## src/rtl/rdcmd_pkg.sv

```systemverilog
package rdcmd_pkg;

  localparam int BE_W = 8;
  localparam logic [BE_W-1:0] BE_ALL = {BE_W{1'b1}};
  localparam int DWORD_BYTES = 4;

  typedef enum logic {
    MODE_SINGLE = 1'b0,
    MODE_BURST  = 1'b1
  } rd_mode_e;

  typedef struct packed {
    logic dual_reuse;
    logic misalign;
    logic partial_be;
  } err_cause_t;

  // Burst when length exceeds one, or all lanes enabled on a 32-bit path.
  function automatic rd_mode_e pick_mode(input logic len_gt1,
                                         input logic be_full,
                                         input logic bus64);
    if (len_gt1 || (be_full && !bus64)) return MODE_BURST;
    return MODE_SINGLE;
  endfunction

  // Lower dword lanes enabled on a 32-bit single read selects the upper dword.
  function automatic logic upper_dword_sel(input logic [BE_W-1:0] be,
                                           input logic bus64,
                                           input rd_mode_e mode);
    return (mode == MODE_SINGLE) && !bus64 && (be[3:0] == 4'hF);
  endfunction

endpackage

```

## src/rtl/rdcmd_len_store.sv

```systemverilog
module rdcmd_len_store #(
  parameter int LEN_W = 6
) (
  input  logic             clk,
  input  logic             rst_n,
  input  logic             upd,
  input  logic [LEN_W-1:0] new_len,
  output logic [LEN_W-1:0] prev_len
);

  localparam logic [LEN_W-1:0] LEN_ONE = LEN_W'(1);

  logic [LEN_W-1:0] len_q;

  always_ff @(posedge clk) begin
    if (!rst_n) begin
      len_q <= LEN_ONE;
    end else if (upd) begin
      len_q <= new_len;
    end
  end

  assign prev_len = len_q;

endmodule

```

## src/rtl/rdcmd_classify.sv

```systemverilog
module rdcmd_classify
  import rdcmd_pkg::*;
#(
  parameter int LEN_W = 6
) (
  input  logic [LEN_W-1:0] eff_len,
  input  logic [BE_W-1:0]  rd_be,
  input  logic             bus_is_64,
  input  logic             quad_port,
  input  logic             reuse_len,
  input  logic             addr_b2,
  output rd_mode_e         mode,
  output logic [LEN_W:0]   xfers,
  output err_cause_t       cause
);

  localparam int XFER_W = LEN_W + 1;

  function automatic logic [XFER_W-1:0] count_xfers(input logic [LEN_W-1:0] len,
                                                   input logic bus64,
                                                   input rd_mode_e m);
    if (m == MODE_SINGLE) return XFER_W'(1);
    if (bus64) return {1'b0, len};
    return {len, 1'b0};
  endfunction

  logic len_gt1;
  logic be_full;

  assign len_gt1 = (eff_len > LEN_W'(1));
  assign be_full = (rd_be == BE_ALL);

  always_comb begin
    mode             = pick_mode(len_gt1, be_full, bus_is_64);
    xfers            = count_xfers(eff_len, bus_is_64, mode);
    cause.dual_reuse = reuse_len && !quad_port;
    cause.misalign   = addr_b2;
    cause.partial_be = (mode == MODE_BURST) && !be_full;
  end

endmodule

```

## src/rtl/rdcmd_addr_align.sv

```systemverilog
module rdcmd_addr_align
  import rdcmd_pkg::*;
#(
  parameter int ADDR_W = 32
) (
  input  logic [ADDR_W-1:0] start_addr,
  input  logic [BE_W-1:0]   rd_be,
  input  logic              bus_is_64,
  input  rd_mode_e          mode,
  output logic [ADDR_W-1:0] adj_addr,
  output logic              shifted
);

  function automatic logic [ADDR_W-1:0] bump(input logic [ADDR_W-1:0] a,
                                             input logic sel);
    return sel ? (a + ADDR_W'(DWORD_BYTES)) : a;
  endfunction

  always_comb begin
    shifted  = upper_dword_sel(rd_be, bus_is_64, mode);
    adj_addr = bump(start_addr, shifted);
  end

endmodule

```

## src/rtl/pci_rdcmd_decoder.sv

```systemverilog
module pci_rdcmd_decoder
  import rdcmd_pkg::*;
#(
  parameter int LEN_W  = 6,
  parameter int ADDR_W = 32
) (
  input  logic              clk,
  input  logic              rst_n,
  input  logic              bus_is_64,
  input  logic              quad_port,
  input  logic              cmd_valid,
  input  logic              reuse_len,
  input  logic [LEN_W-1:0]  burst_len,
  input  logic [7:0]        rd_be,
  input  logic [ADDR_W-1:0] start_addr,
  output logic              res_valid,
  output logic [LEN_W-1:0]  word_count,
  output logic [ADDR_W-1:0] eff_addr,
  output logic              is_burst,
  output logic [LEN_W:0]    xfer_count,
  output logic              cmd_err
);

  localparam int XFER_W = LEN_W + 1;

  // Named internal events, visible to the bound checker.
  logic [LEN_W-1:0]  prev_len;
  logic [LEN_W-1:0]  eff_len;
  rd_mode_e          mode;
  logic [XFER_W-1:0] xfers;
  err_cause_t        cause;
  logic              ev_any_err;
  logic              ev_len_upd;
  logic [ADDR_W-1:0] adj_addr;
  logic              ev_shift;

  assign eff_len    = reuse_len ? prev_len : burst_len;
  assign ev_any_err = |cause;
  assign ev_len_upd = cmd_valid && !ev_any_err;

  rdcmd_len_store #(.LEN_W(LEN_W)) u_len (
    .clk      (clk),
    .rst_n    (rst_n),
    .upd      (ev_len_upd),
    .new_len  (eff_len),
    .prev_len (prev_len)
  );

  rdcmd_classify #(.LEN_W(LEN_W)) u_cls (
    .eff_len   (eff_len),
    .rd_be     (rd_be),
    .bus_is_64 (bus_is_64),
    .quad_port (quad_port),
    .reuse_len (reuse_len),
    .addr_b2   (start_addr[2]),
    .mode      (mode),
    .xfers     (xfers),
    .cause     (cause)
  );

  rdcmd_addr_align #(.ADDR_W(ADDR_W)) u_adr (
    .start_addr (start_addr),
    .rd_be      (rd_be),
    .bus_is_64  (bus_is_64),
    .mode       (mode),
    .adj_addr   (adj_addr),
    .shifted    (ev_shift)
  );

  always_ff @(posedge clk) begin
    if (!rst_n) begin
      res_valid  <= 1'b0;
      word_count <= '0;
      eff_addr   <= '0;
      is_burst   <= 1'b0;
      xfer_count <= '0;
      cmd_err    <= 1'b0;
    end else begin
      res_valid <= cmd_valid;
      if (cmd_valid) begin
        word_count <= eff_len;
        eff_addr   <= adj_addr;
        is_burst   <= (mode == MODE_BURST);
        xfer_count <= xfers;
        cmd_err    <= ev_any_err;
      end else begin
        cmd_err    <= 1'b0;
      end
    end
  end

endmodule

```

## config.mk

```make
export PLATFORM = sky130hd
export DESIGN_NAME = pci_rdcmd_decoder
export DESIGN_NICKNAME = d
export VERILOG_FILES = /design/src/rtl/rdcmd_pkg.sv /design/src/rtl/rdcmd_len_store.sv /design/src/rtl/rdcmd_classify.sv /design/src/rtl/rdcmd_addr_align.sv /design/src/rtl/pci_rdcmd_decoder.sv
export SDC_FILE = /design/constraint.sdc
export NUM_CORES = 1
export LEC_CHECK = 0
export BUFFER_PORTS_ARGS = -buffer_cell sky130_fd_sc_hd__buf_2
export CORE_MARGIN = 4
export CORE_UTILIZATION = 35
export DETAILED_ROUTE_END_ITERATION = 6
export GPL_TIMING_DRIVEN = 0
export PLACE_DENSITY = 0.61
export SETUP_SLACK_MARGIN = 0.15
export SYNTH_ARGS = -nofsm -noshare
export SYNTH_HDL_FRONTEND = slang
export SYNTH_SLANG_ARGS = --single-unit
```

## constraint.sdc

```tcl
create_clock -name clk -period 2.05 [get_ports clk]
set_input_delay 0.41 -clock clk [delete_from_list [all_inputs] [get_ports clk]]
set_output_delay 0.41 -clock clk [all_outputs]
set_load 0.01 [all_outputs]
```

==> results of run 1 <==
## layout make-up
type	count	area [um2]	area share
multi-input combinational	258	1820	0.478
sequential	54	1090	0.285
timing repair buffer	105	546	0.143
tap	102	128	0.0335
buffer	23	111	0.0293
clock buffer	5	68.8	0.0181
clock inverter	3	26.3	0.00690
inverter	6	22.5	0.00592
## path summary, 6_finish.rpt
path	end	depth (start not counted)
worst max-delay path	eff_addr[26]	7
worst min-delay path	eff_addr[0]	3
worst max register to register	eff_addr[26]	7
worst min register to register	xfer_count[4]	2
## per-layer routing
layer / up-vias / wire, um / GRT usage
li1: 1501 / - / -
met3: 15 / 693 / 0.0318
met2: 127 / 4110 / 0.290
met5: - / 0 / 0
met4: 0 / 179 / 0.0630
met1: 1392 / 4320 / 0.255
## registers in the layout, summed over array words and instances (netlist names)
register	flops
xfer_count	7
u_len.prev_len	6
is_burst	1
cmd_err	1
word_count	6
res_valid	1
eff_addr	32
## power groups by stage
stage | clock network [W] | logic, W | registers, W
6_report | 0.000639 | 0.000454 | 0.00114
5_1_grt | 0.000686 | 0.000498 | 0.00115
4_1_cts | 0.000652 | 0.000435 | 0.00114
3_5_place_dp | 0 | 0.000425 | 0.00117
3_3_place_gp | 0 | 0.000421 | 0.00117
2_1_floorplan | 0 | 0.000195 | 0.00119
## repair_timing
item                                    CTS  global route
endpoints found under the setup margin   24            26
gates resized for setup                   8            17
pin swaps                                 2            11
hold buffers                              0             0
setup buffers                             5             3
hold endpoints to repair                  0             0
## cells in the final DEF (no fill, tap or decap), drive strengths merged, types with 9 or more instances in the layout
| cell type | Yosys | layout |
|---|---|---|
| o21ai | 31 | 31 |
| nand2 | 22 | 22 |
| nor4 | 9 | 9 |
| a21oi | 23 | 23 |
| clkbuf | 15 | 20 |
| nand4 | 18 | 18 |
| dfxtp | 54 | 54 |
| nor2 | 23 | 23 |
| and3 | 9 | 9 |
| nand3 | 11 | 11 |
| buf | 8 | 113 |
| or4 | 9 | 9 |
| mux2i | 16 | 16 |
| a31oi | 10 | 10 |
## per-stage QoR
step                total power [W]  setup slack [ns]  instance area [um2]
detailed placement          0.00159            -0.287                 3510
finish                      0.00224            0.0883                 3810
global route                0.00234          -0.00216                 3810
CTS                         0.00223            0.0963                 3680
global placement            0.00159            -0.237                 3510
floorplan                   0.00139             0.150                 2900
## tightest hold or removal path, stage by stage
cell and delay (ns):
buf_2 0.08, mux2i_1 0.06, nor2_1 0.07
## kinds of logic after synthesis
logic type / after synthesis
simple gates: 135
compound gates: 87
flops: 54
buf+inv: 29
mux: 20
xor+xnor: 15
fa+ha+maj: 1
==> flow_summary.json, run 1 <==
{
  "number_of_global_route_vias_before_repair": 2939,
  "crit_path_top_delay_cell": "or4_1",
  "clock_power_share": 0.286,
  "synthesis.area_per_instance_um2": 8.49,
  "synthesis_to_finish_area_growth_pct": 31.4,
  "critical-path-top-delay-family": "simple AND/OR/NAND/NOR gates",
  "synthMostInstantiatedCell": "dfxtp_1",
  "detail_route.iter0.violations": 272,
  "timing_max_transition_violations_final": 0,
  "synth_simple_gate_area_frac": 0.270,
  "synth_area_mm2": 0.00290,
  "grt_antenna_before_repair": 0,
  "std_cell_rows": 32,
  "synth_compound_area_frac": 0.182,
  "headroom_to_the_max_slew_limit": 0.542,
  "num_io_pins": 100,
  "place_inst": 540,
  "crit_type": "register to register",
  "die-height_um": 99.0,
  "totalNegativeSetupSlack_ns": 0,
  "vias_per_cell": 5.46,
  "irDropWorstVdd_mv": 0.262,
  "dr.pass1.iters": 6,
  "final_layout_size_suffix_gt1_frac": 0.319,
  "synth_async_sr_flop_share": 0,
  "grt_max_degree": 19,
  "cell_internal_pwr_w": 0.00154,
  "cts_tree": "yes",
  "setup.worst_path.start_class": "register",
  "grt_setup_unrepaired": "true",
  "path_category_of_the_worst_min_delay_check": "primary input to register",
  "fin_cells": 556,
  "dr_total_vias": 3035,
  "die-area_mm2": 0.00980,
  "postSynth.topFlopCell": "dfxtp_1",
  "placement.io_buffers": 97,
  "power_leakage_nw": 1.57,
  "finalCriticalPeriod_ns": 1.96,
  "tritoncts.num_buffers": 5,
  "wire_length_of_the_first_global_routing_pass_um": 14700,
  "hold_ws_ns": 0.333,
  "core_area_mm2": 0.00789,
  "seq_area_frac_synth": 0.373,
  "antenna_violating_nets_post_route": 0,
  "report.final.hold_viol_count": 0,
  "timing.clock.skew_ns": 0.00842,
  "holdCritStartpoint": "start_addr[0]",
  "globalplace.congestion": 0.858,
  "critical_path.endpoint_type": "register",
  "worst_margin_pin_slew_ns": 0.686,
  "r2r_setup_slack_ns": 0.09,
  "synthMuxAreaShare": 0.0825,
  "finish.utilization": 0.483,
  "globalRouteTotalUtil": 0.184,
  "pwr_density_cell_mw_per_mm2": 587,
  "detail_route.drc_violations": 0,
  "synth.top_cells.by_count": "dfxtp_1 (54), o21ai_0 (30), a21oi_1 (23), nor2_1 (23), nand2_1 (22)",
  "number_of_buffers_on_the_longest_clock_path": 2,
  "floorplan.die.width_um": 99.0,
  "globalRouteOverflowTotal": 0,
  "path_cells": "nor4b_4 > o22a_1 > buf_6 > nand4_4 > buf_6 > or4_1 > a31oi_1",
  "dp_hpwl_um": 6950,
  "power.share.sequential": 0.511,
  "power_switching_share": 0.310,
  "cts.htree.levels": 2,
  "critical-path-top-cell-by-count": "buf_6",
  "synth.lib_cells_used.distinct": 46,
  "synth_xor_xnor_area_share": 0.0454,
  "start_util": 0.367,
  "synth_seq_cells": 54,
  "synth_edf_count": 0,
  "detail_route.wirelength_um": 9310,
  "root_driver": "clkbuf_8",
  "crit_path_max_fanout": 7,
  "num-nets-final": 506,
  "top_cells_by_area_synth": "dfxtp_1 (37%), mux2i_1 (5.5%), o21ai_0 (5.2%)",
  "cts_sinks": 54,
  "worst_setup_path_startpoint": "u_len.prev_len[3]",
  "number_of_max_cap_violations": 0,
  "path_clk_slew_ns": 0.10,
  "synth.net_count": 394,
  "yosys.area.top_type_share": 0.373,
  "number_of_failing_setup_endpoints_in_the_final_timing_report": 0,
  "worst-endpoint-arrival_ns": 2.22,
  "crit_required_ns": 2.30,
  "final_period_utilization": 0.957,
  "comb_power_share": 0.203,
  "synth-warning-count": 0,
  "synth_cells": 341,
  "synth.largest_area_cell": "dfxtp_1",
  "outcome": "finished clean",
  "n_antenna_cell": 0,
  "fmaxAchievable_mhz": 510,
  "post_drt_wl_per_cell_um": 16.7,
  "worst-path-buf-inv": 2,
  "combinational_family_with_the_most_area_after_synthesis": "simple AND/OR/NAND/NOR gates",
  "sw_pwr_w": 0.000693,
  "crit-reg2reg-launch": "u_len.prev_len[3]",
  "clock_latency_ns": 0.32,
  "synth_fa_ha_area_frac": 0.00432,
  "fill_cells": 795,
  "slowest_delay_ns": 0.47
}
Note: power is estimated with default switching activity, not from simulation.
==> inputs of run 2 (changes only) <==
--- a/config.mk
+++ b/config.mk
@@ -10,7 +10,7 @@
 export CORE_UTILIZATION = 35
 export DETAILED_ROUTE_END_ITERATION = 6
 export GPL_TIMING_DRIVEN = 0
-export PLACE_DENSITY = 0.61
+export PLACE_DENSITY = 0.58
 export SETUP_SLACK_MARGIN = 0.15
 export SYNTH_ARGS = -nofsm -noshare
 export SYNTH_HDL_FRONTEND = slang
==> constraint.sdc (replaced) <==
create_clock -name clk -period 1.9 [get_ports clk]
set_input_delay 0.38 -clock clk [delete_from_list [all_inputs] [get_ports clk]]
set_output_delay 0.38 -clock clk [all_outputs]
set_load 0.01 [all_outputs]
==> run 2 against run 1 <==
Compared with the run above: critical endpoint is now eff_addr[16]; largest cell class unchanged; via count increased by 1.8%; the flow now finishes with violations (negative setup slack); first-iteration DRC count decreased by 59%; non-clock buffer count up 6; worst setup slack worse by 0.13 ns; critical path type unchanged.
==> flow_summary.json, run 2 (synthesis results as in run 1) <==
{
  "outcome": "finished with violations",
  "failed_checks": "negative setup slack",
  "die-height_um": 99.0,
  "post_drt_wl_per_cell_um": 16.7,
  "setup.worst_path.start_class": "register",
  "irDropWorstVdd_mv": 0.309,
  "placement.io_buffers": 97,
  "finish.utilization": 0.500,
  "dp_hpwl_um": 7060,
  "start_util": 0.367,
  "tritoncts.num_buffers": 5,
  "final_period_utilization": 1.02,
  "wire_length_of_the_first_global_routing_pass_um": 15100,
  "vias_per_cell": 5.50,
  "final.setup.worst_slack_ns": -0.0410,
  "num_io_pins": 100,
  "top_regs": "eff_addr (32), xfer_count (7)",
  "n_antenna_cell": 0,
  "path_category_of_the_worst_min_delay_check": "primary input to register",
  "globalplace.congestion": 0.848,
  "floorplan.die.width_um": 99.0,
  "globalRouteOverflowTotal": 0,
  "detail_route.drc_violations": 0,
  "layout_commonest_cell": "buf_2",
  "finalCriticalPeriod_ns": 1.94,
  "dr_total_vias": 3091,
  "globalRouteTotalUtil": 0.190,
  "number_of_global_route_vias_before_repair": 2999,
  "worstSetupEndpoint": "eff_addr[16]",
  "grt_max_degree": 20,
  "power.share.sequential": 0.499,
  "crit_path_max_fanout": 5,
  "worst-endpoint-arrival_ns": 2.20,
  "grt_setup_unrepaired": "true",
  "cts_sinks": 54,
  "cts.htree.levels": 2,
  "power_leakage_nw": 1.65,
  "final_layout_size_suffix_gt1_frac": 0.348,
  "clock_power_share": 0.294,
  "fmaxAchievable_mhz": 515,
  "detail_route.iter0.violations": 111,
  "place_inst": 540,
  "root_driver": "clkbuf_8",
  "number_of_buffers_on_the_longest_clock_path": 2,
  "number_of_max_cap_violations": 0,
  "synthesis_to_finish_area_growth_pct": 36.0,
  "grt_antenna_before_repair": 0,
  "antenna_violating_nets_post_route": 0,
  "total_power_w": 0.00247,
  "number_of_failing_setup_endpoints_in_the_final_timing_report": 5,
  "r2r_setup_slack_ns": -0.04,
  "std_cell_rows": 32,
  "crit-reg2reg-launch": "u_len.prev_len[4]",
  "regMostFlops": "eff_addr",
  "slowest_delay_ns": 0.60,
  "pwr_density_cell_mw_per_mm2": 627,
  "cell_internal_pwr_w": 0.00169,
  "detail_route.wirelength_um": 9390,
  "sw_pwr_w": 0.000782,
  "die-area_mm2": 0.00980,
  "power_switching_share": 0.317,
  "path_clk_slew_ns": 0.11,
  "timing_max_transition_violations_final": 0,
  "comb_power_share": 0.207,
  "crit_path_top_delay_cell": "or4_4",
  "worst_r2r_path_depth": 6,
  "critical_r2r_capture": "eff_addr[16]",
  "worst_setup_path_startpoint": "u_len.prev_len[4]",
  "cts_tree": "yes",
  "critical_path.endpoint_type": "register",
  "largest_reg_flops": 32,
  "headroom_to_the_max_slew_limit": 0.562,
  "fin_cells": 562,
  "path_cells": "nor4b_4 > buf_4 > o22ai_2 > or4_4 > xor2_1 > a21oi_1",
  "num-nets-final": 512,
  "worst_margin_pin_slew_ns": 0.657,
  "layout.cells.most_common_list": "buf_2 (99), dfxtp_1 (52), o21ai_0 (30), a21oi_1 (23), nor2_1 (22)",
  "crit_type": "register to register",
  "report.final.hold_viol_count": 0,
  "timing.clock.skew_ns": 0.00692,
  "core_area_mm2": 0.00789,
  "clock_latency_ns": 0.32,
  "crit_required_ns": 2.16,
  "dr.pass1.iters": 4
}
run 2: worst min-delay path by stage:
stage	depth (start not counted)	to	slack [ns]	start
2_1_floorplan	2	u_len.prev_len[0]	0.44	u_len.prev_len[0]
5_1_grt	3	u_len.prev_len[0]	0.30	burst_len[0]
3_3_place_gp	2	u_len.prev_len[0]	0.45	u_len.prev_len[0]
3_5_place_dp	2	u_len.prev_len[0]	0.46	u_len.prev_len[0]
4_1_cts	3	u_len.prev_len[0]	0.28	burst_len[0]
6_report	3	u_len.prev_len[0]	0.28	burst_len[0]
run 2: metal layers:
layer  part of all wire  vias up  GRT usage  wire, um
met1               0.45     1466      0.253      4210
met3              0.068       10     0.0432       640
li1                   -     1518          -         -
met2               0.47       97      0.313      4420
met5                  0        -          0         0
met4              0.012        0     0.0473       108
run 2: cell type report:
| cell class | instances | area (um2) |
|---|---|---|
| plain buffers | 23 | 120 |
| clock buffers | 5 | 68.8 |
| clock inverters | 3 | 28.8 |
| fillers | 794 | 3950 |
| inverters | 6 | 22.5 |
| multi-input cells | 258 | 1870 |
| flip-flops and latches | 54 | 1090 |
| well taps | 102 | 128 |
| repair buffers | 111 | 617 |
run 2: through the flow:
step	cell area, um2	setup slack, ns	hold WS [ns]	setup TNS [ns]
final	3940	-0.0410	0.284	-0.135
after CTS	3770	-0.0388	0.285	-0.0791
after detailed placement	3540	-0.328	0.460	-7.29
after floorplan	2930	0.0545	0.436	0
after global routing	3940	-0.187	0.297	-2.45
after global placement	3540	-0.353	0.449	-7.30
run 2: what timing repair did:
item / in CTS / in global routing
resized for setup: 12 / 31
pin swaps: 11 / 21
cloned: 0 / 0
endpoints found under the setup margin: 32 / 41
hold buffers: 0 / 0
setup buffers: 9 / 5
run 2: power by group through the flow:
stage / registers [W] / logic, W / clock network [W]
2_1_floorplan: 0.00129 / 0.000215 / 0
3_3_place_gp: 0.00126 / 0.000462 / 0
4_1_cts: 0.00123 / 0.000485 / 0.000741
6_report: 0.00123 / 0.000511 / 0.000727
5_1_grt: 0.00124 / 0.000561 / 0.000801
3_5_place_dp: 0.00126 / 0.000465 / 0
run 2: worst max-delay path, delay by kind of cell, from the launching register on:
kind	cells	cell delay (ns)
buffers and inverters	1	0.15
XOR/XNOR	1	0.16
AND/OR/NAND/NOR	2	0.89
AO/OA/AOI/OAI	2	0.32
flip-flops	1	0.36
==> inputs of run 3 (changes only) <==
==> constraint.sdc (replaced) <==
create_clock -name clk -period 1.9 [get_ports clk]
set_input_delay 0.57 -clock clk [delete_from_list [all_inputs] [get_ports clk]]
set_output_delay 0.57 -clock clk [all_outputs]
set_load 0.01 [all_outputs]
==> run 3 against run 2 <==
Compared with the run above: the run still ends with negative setup slack left; critical path depth rose by 2; hold slack improved by 0.19 ns; utilization fell by 0.16 points; via count fell by 1.2%; wire length barely moved; design area fell by 0.32%; clock-buffer cell count did not move; global-route usage fell by 0.12 points; non-clock buffer count fell by 4; worst setup slack improved by 0.023 ns; critical path type is now primary input to register; largest cell class unchanged.
==> flow_summary.json, run 3 (synthesis results as in run 1) <==
{
  "worst-endpoint-arrival_ns": 2.18,
  "num_io_pins": 100,
  "top_regs": "eff_addr (32), xfer_count (7)",
  "detail_route.iter0.violations": 125,
  "headroom_to_the_max_slew_limit": 0.554,
  "final_layout_size_suffix_gt1_frac": 0.353,
  "fmaxAchievable_mhz": 521,
  "fin_cells": 558,
  "grt_antenna_before_repair": 0,
  "postLayoutCellArea_mm2": 0.00393,
  "cts_tree": "yes",
  "grt_max_degree": 19,
  "detail_route.wirelength_um": 9400,
  "path_cells": "buf_4 > nor4_4 > o22a_1 > buf_6 > nand4_4 > buf_6 > or4_1 > a31oi_1",
  "die-area_mm2": 0.00980,
  "critical_path.endpoint_type": "register",
  "dpl_cell_area_mm2": 0.00357,
  "globalRouteOverflowTotal": 0,
  "pwr_density_cell_mw_per_mm2": 656,
  "crit_path_max_fanout": 8,
  "crit_path_top_delay_cell": "or4_1",
  "start_util": 0.367,
  "dr.pass1.iters": 4,
  "fill_cells": 806,
  "number_of_failing_setup_endpoints_in_the_final_timing_report": 2,
  "power_leakage_nw": 1.62,
  "number_of_global_route_vias_before_repair": 2974,
  "path_clk_slew_ns": 0.11,
  "detail_route.drc_violations": 0,
  "post_drt_wl_per_cell_um": 16.8,
  "area.sequential_mm2": 0.00108,
  "layout_commonest_cell": "buf_2",
  "number_of_max_cap_violations": 0,
  "die-height_um": 99.0,
  "largest_reg_flops": 32,
  "critical-path-top-cell-by-count": "buf_6",
  "path_category_of_the_worst_min_delay_check": "primary input to register",
  "globalplace.congestion": 0.860,
  "cts_sinks": 54,
  "outcome": "finished with violations",
  "timing.clock.skew_ns": 0.00558,
  "r2r_setup_slack_ns": 0,
  "worst_margin_pin_slew_ns": 0.669,
  "placement.io_buffers": 97,
  "regMostFlops": "eff_addr",
  "antenna_violating_nets_post_route": 0,
  "multiInputGateArea_mm2": 0.00189,
  "floorplan.die.width_um": 99.0,
  "irDropWorstVdd_mv": 0.294,
  "wire_length_of_the_first_global_routing_pass_um": 15100,
  "num-nets-final": 508,
  "dr_total_vias": 3055,
  "slowest_delay_ns": 0.46,
  "final_period_utilization": 1.01,
  "clock_latency_ns": 0.33,
  "number_of_buffers_on_the_longest_clock_path": 2,
  "root_driver": "clkbuf_8",
  "final.setup.worst_slack_ns": -0.0177,
  "report.final.hold_viol_count": 0,
  "grt_setup_unrepaired": "true",
  "cts.htree.levels": 2,
  "globalRouteTotalUtil": 0.189,
  "layout.cells.most_common_list": "buf_2 (97), dfxtp_1 (53), o21ai_0 (30), a21oi_1 (23), nor2_1 (21)",
  "finalCriticalPeriod_ns": 1.92,
  "vias_per_cell": 5.47,
  "setup.worst_path.start_class": "primary input",
  "crit_type": "primary input to register",
  "n_antenna_cell": 0,
  "crit_required_ns": 2.17,
  "std_cell_rows": 32,
  "dp_hpwl_um": 7040,
  "synthesis_to_finish_area_growth_pct": 35.6,
  "core_area_mm2": 0.00789,
  "place_inst": 540,
  "failed_checks": "negative setup slack",
  "tritoncts.num_buffers": 5,
  "timing_max_transition_violations_final": 0
}
[run 3: cell type report]
type | instances | share of cell area
timing repair buffer | 107 | 0.147
clock buffer | 5 | 0.0175
multi-input combinational | 258 | 0.480
inverter | 6 | 0.00573
buffer | 23 | 0.0293
clock inverter | 3 | 0.0121
sequential | 54 | 0.276
tap | 102 | 0.0325
[run 3: path summary, 6_finish.rpt]
check	cells past startpoint	startpoint	end
min reg2reg	2	is_burst	is_burst
max	8	burst_len[5]	eff_addr[26]
min	3	burst_len[0]	u_len.prev_len[0]
max reg2reg	7	u_len.prev_len[3]	eff_addr[26]
[run 3: timing repair]
item,4_1_cts,5_1_grt
resized for setup,13,26
pin swaps,10,12
buffers inserted,9,1
hold buffers,0,0
endpoints found under the hold margin,0,0
setup endpoints to repair,41,41
cloned,0,0
[run 3: metrics by stage]
| stage | hold slack, ns | total power (W) | utilization | worst slack (ns) | TNS (ns) |
|---|---|---|---|---|---|
| after floorplan | 0.436 | 0.00151 | - | -0.134 | -1.15 |
| after global placement | 0.450 | 0.00172 | 0.453 | -0.479 | -15.36 |
| after detailed placement | 0.456 | 0.00173 | 0.453 | -0.506 | -16.02 |
| after CTS | 0.475 | 0.00258 | 0.483 | -0.0252 | -0.0464 |
| after global routing | 0.491 | 0.00269 | 0.498 | -0.0972 | -1.20 |
| final | 0.474 | 0.00258 | 0.498 | -0.0177 | -0.0298 |
[run 3: report_power, final]
part	switching (W)	internal [W]	leakage, nW
clock network	0.000439	0.000403	0.0591
logic	0.000296	0.000206	1.12
registers	0.0000334	0.00120	0.447
total	0.000769	0.00181	1.62
[run 3: critical path: cells and delay by family]
| family | cells | cell delay (ns) |
|---|---|---|
| compound gates | 2 | 0.37 |
| buf+inv | 3 | 0.40 |
| simple gates | 3 | 0.84 |
[run 3: per-layer routing]
| metal | part of all wire | GRT usage | vias to the layer above |
|---|---|---|---|
| li1 | - | - | 1508 |
| met1 | 0.46 | 0.256 | 1442 |
| met2 | 0.46 | 0.307 | 96 |
| met3 | 0.067 | 0.0389 | 9 |
| met4 | 0.013 | 0.0473 | 0 |
| met5 | 0 | 0 | - |
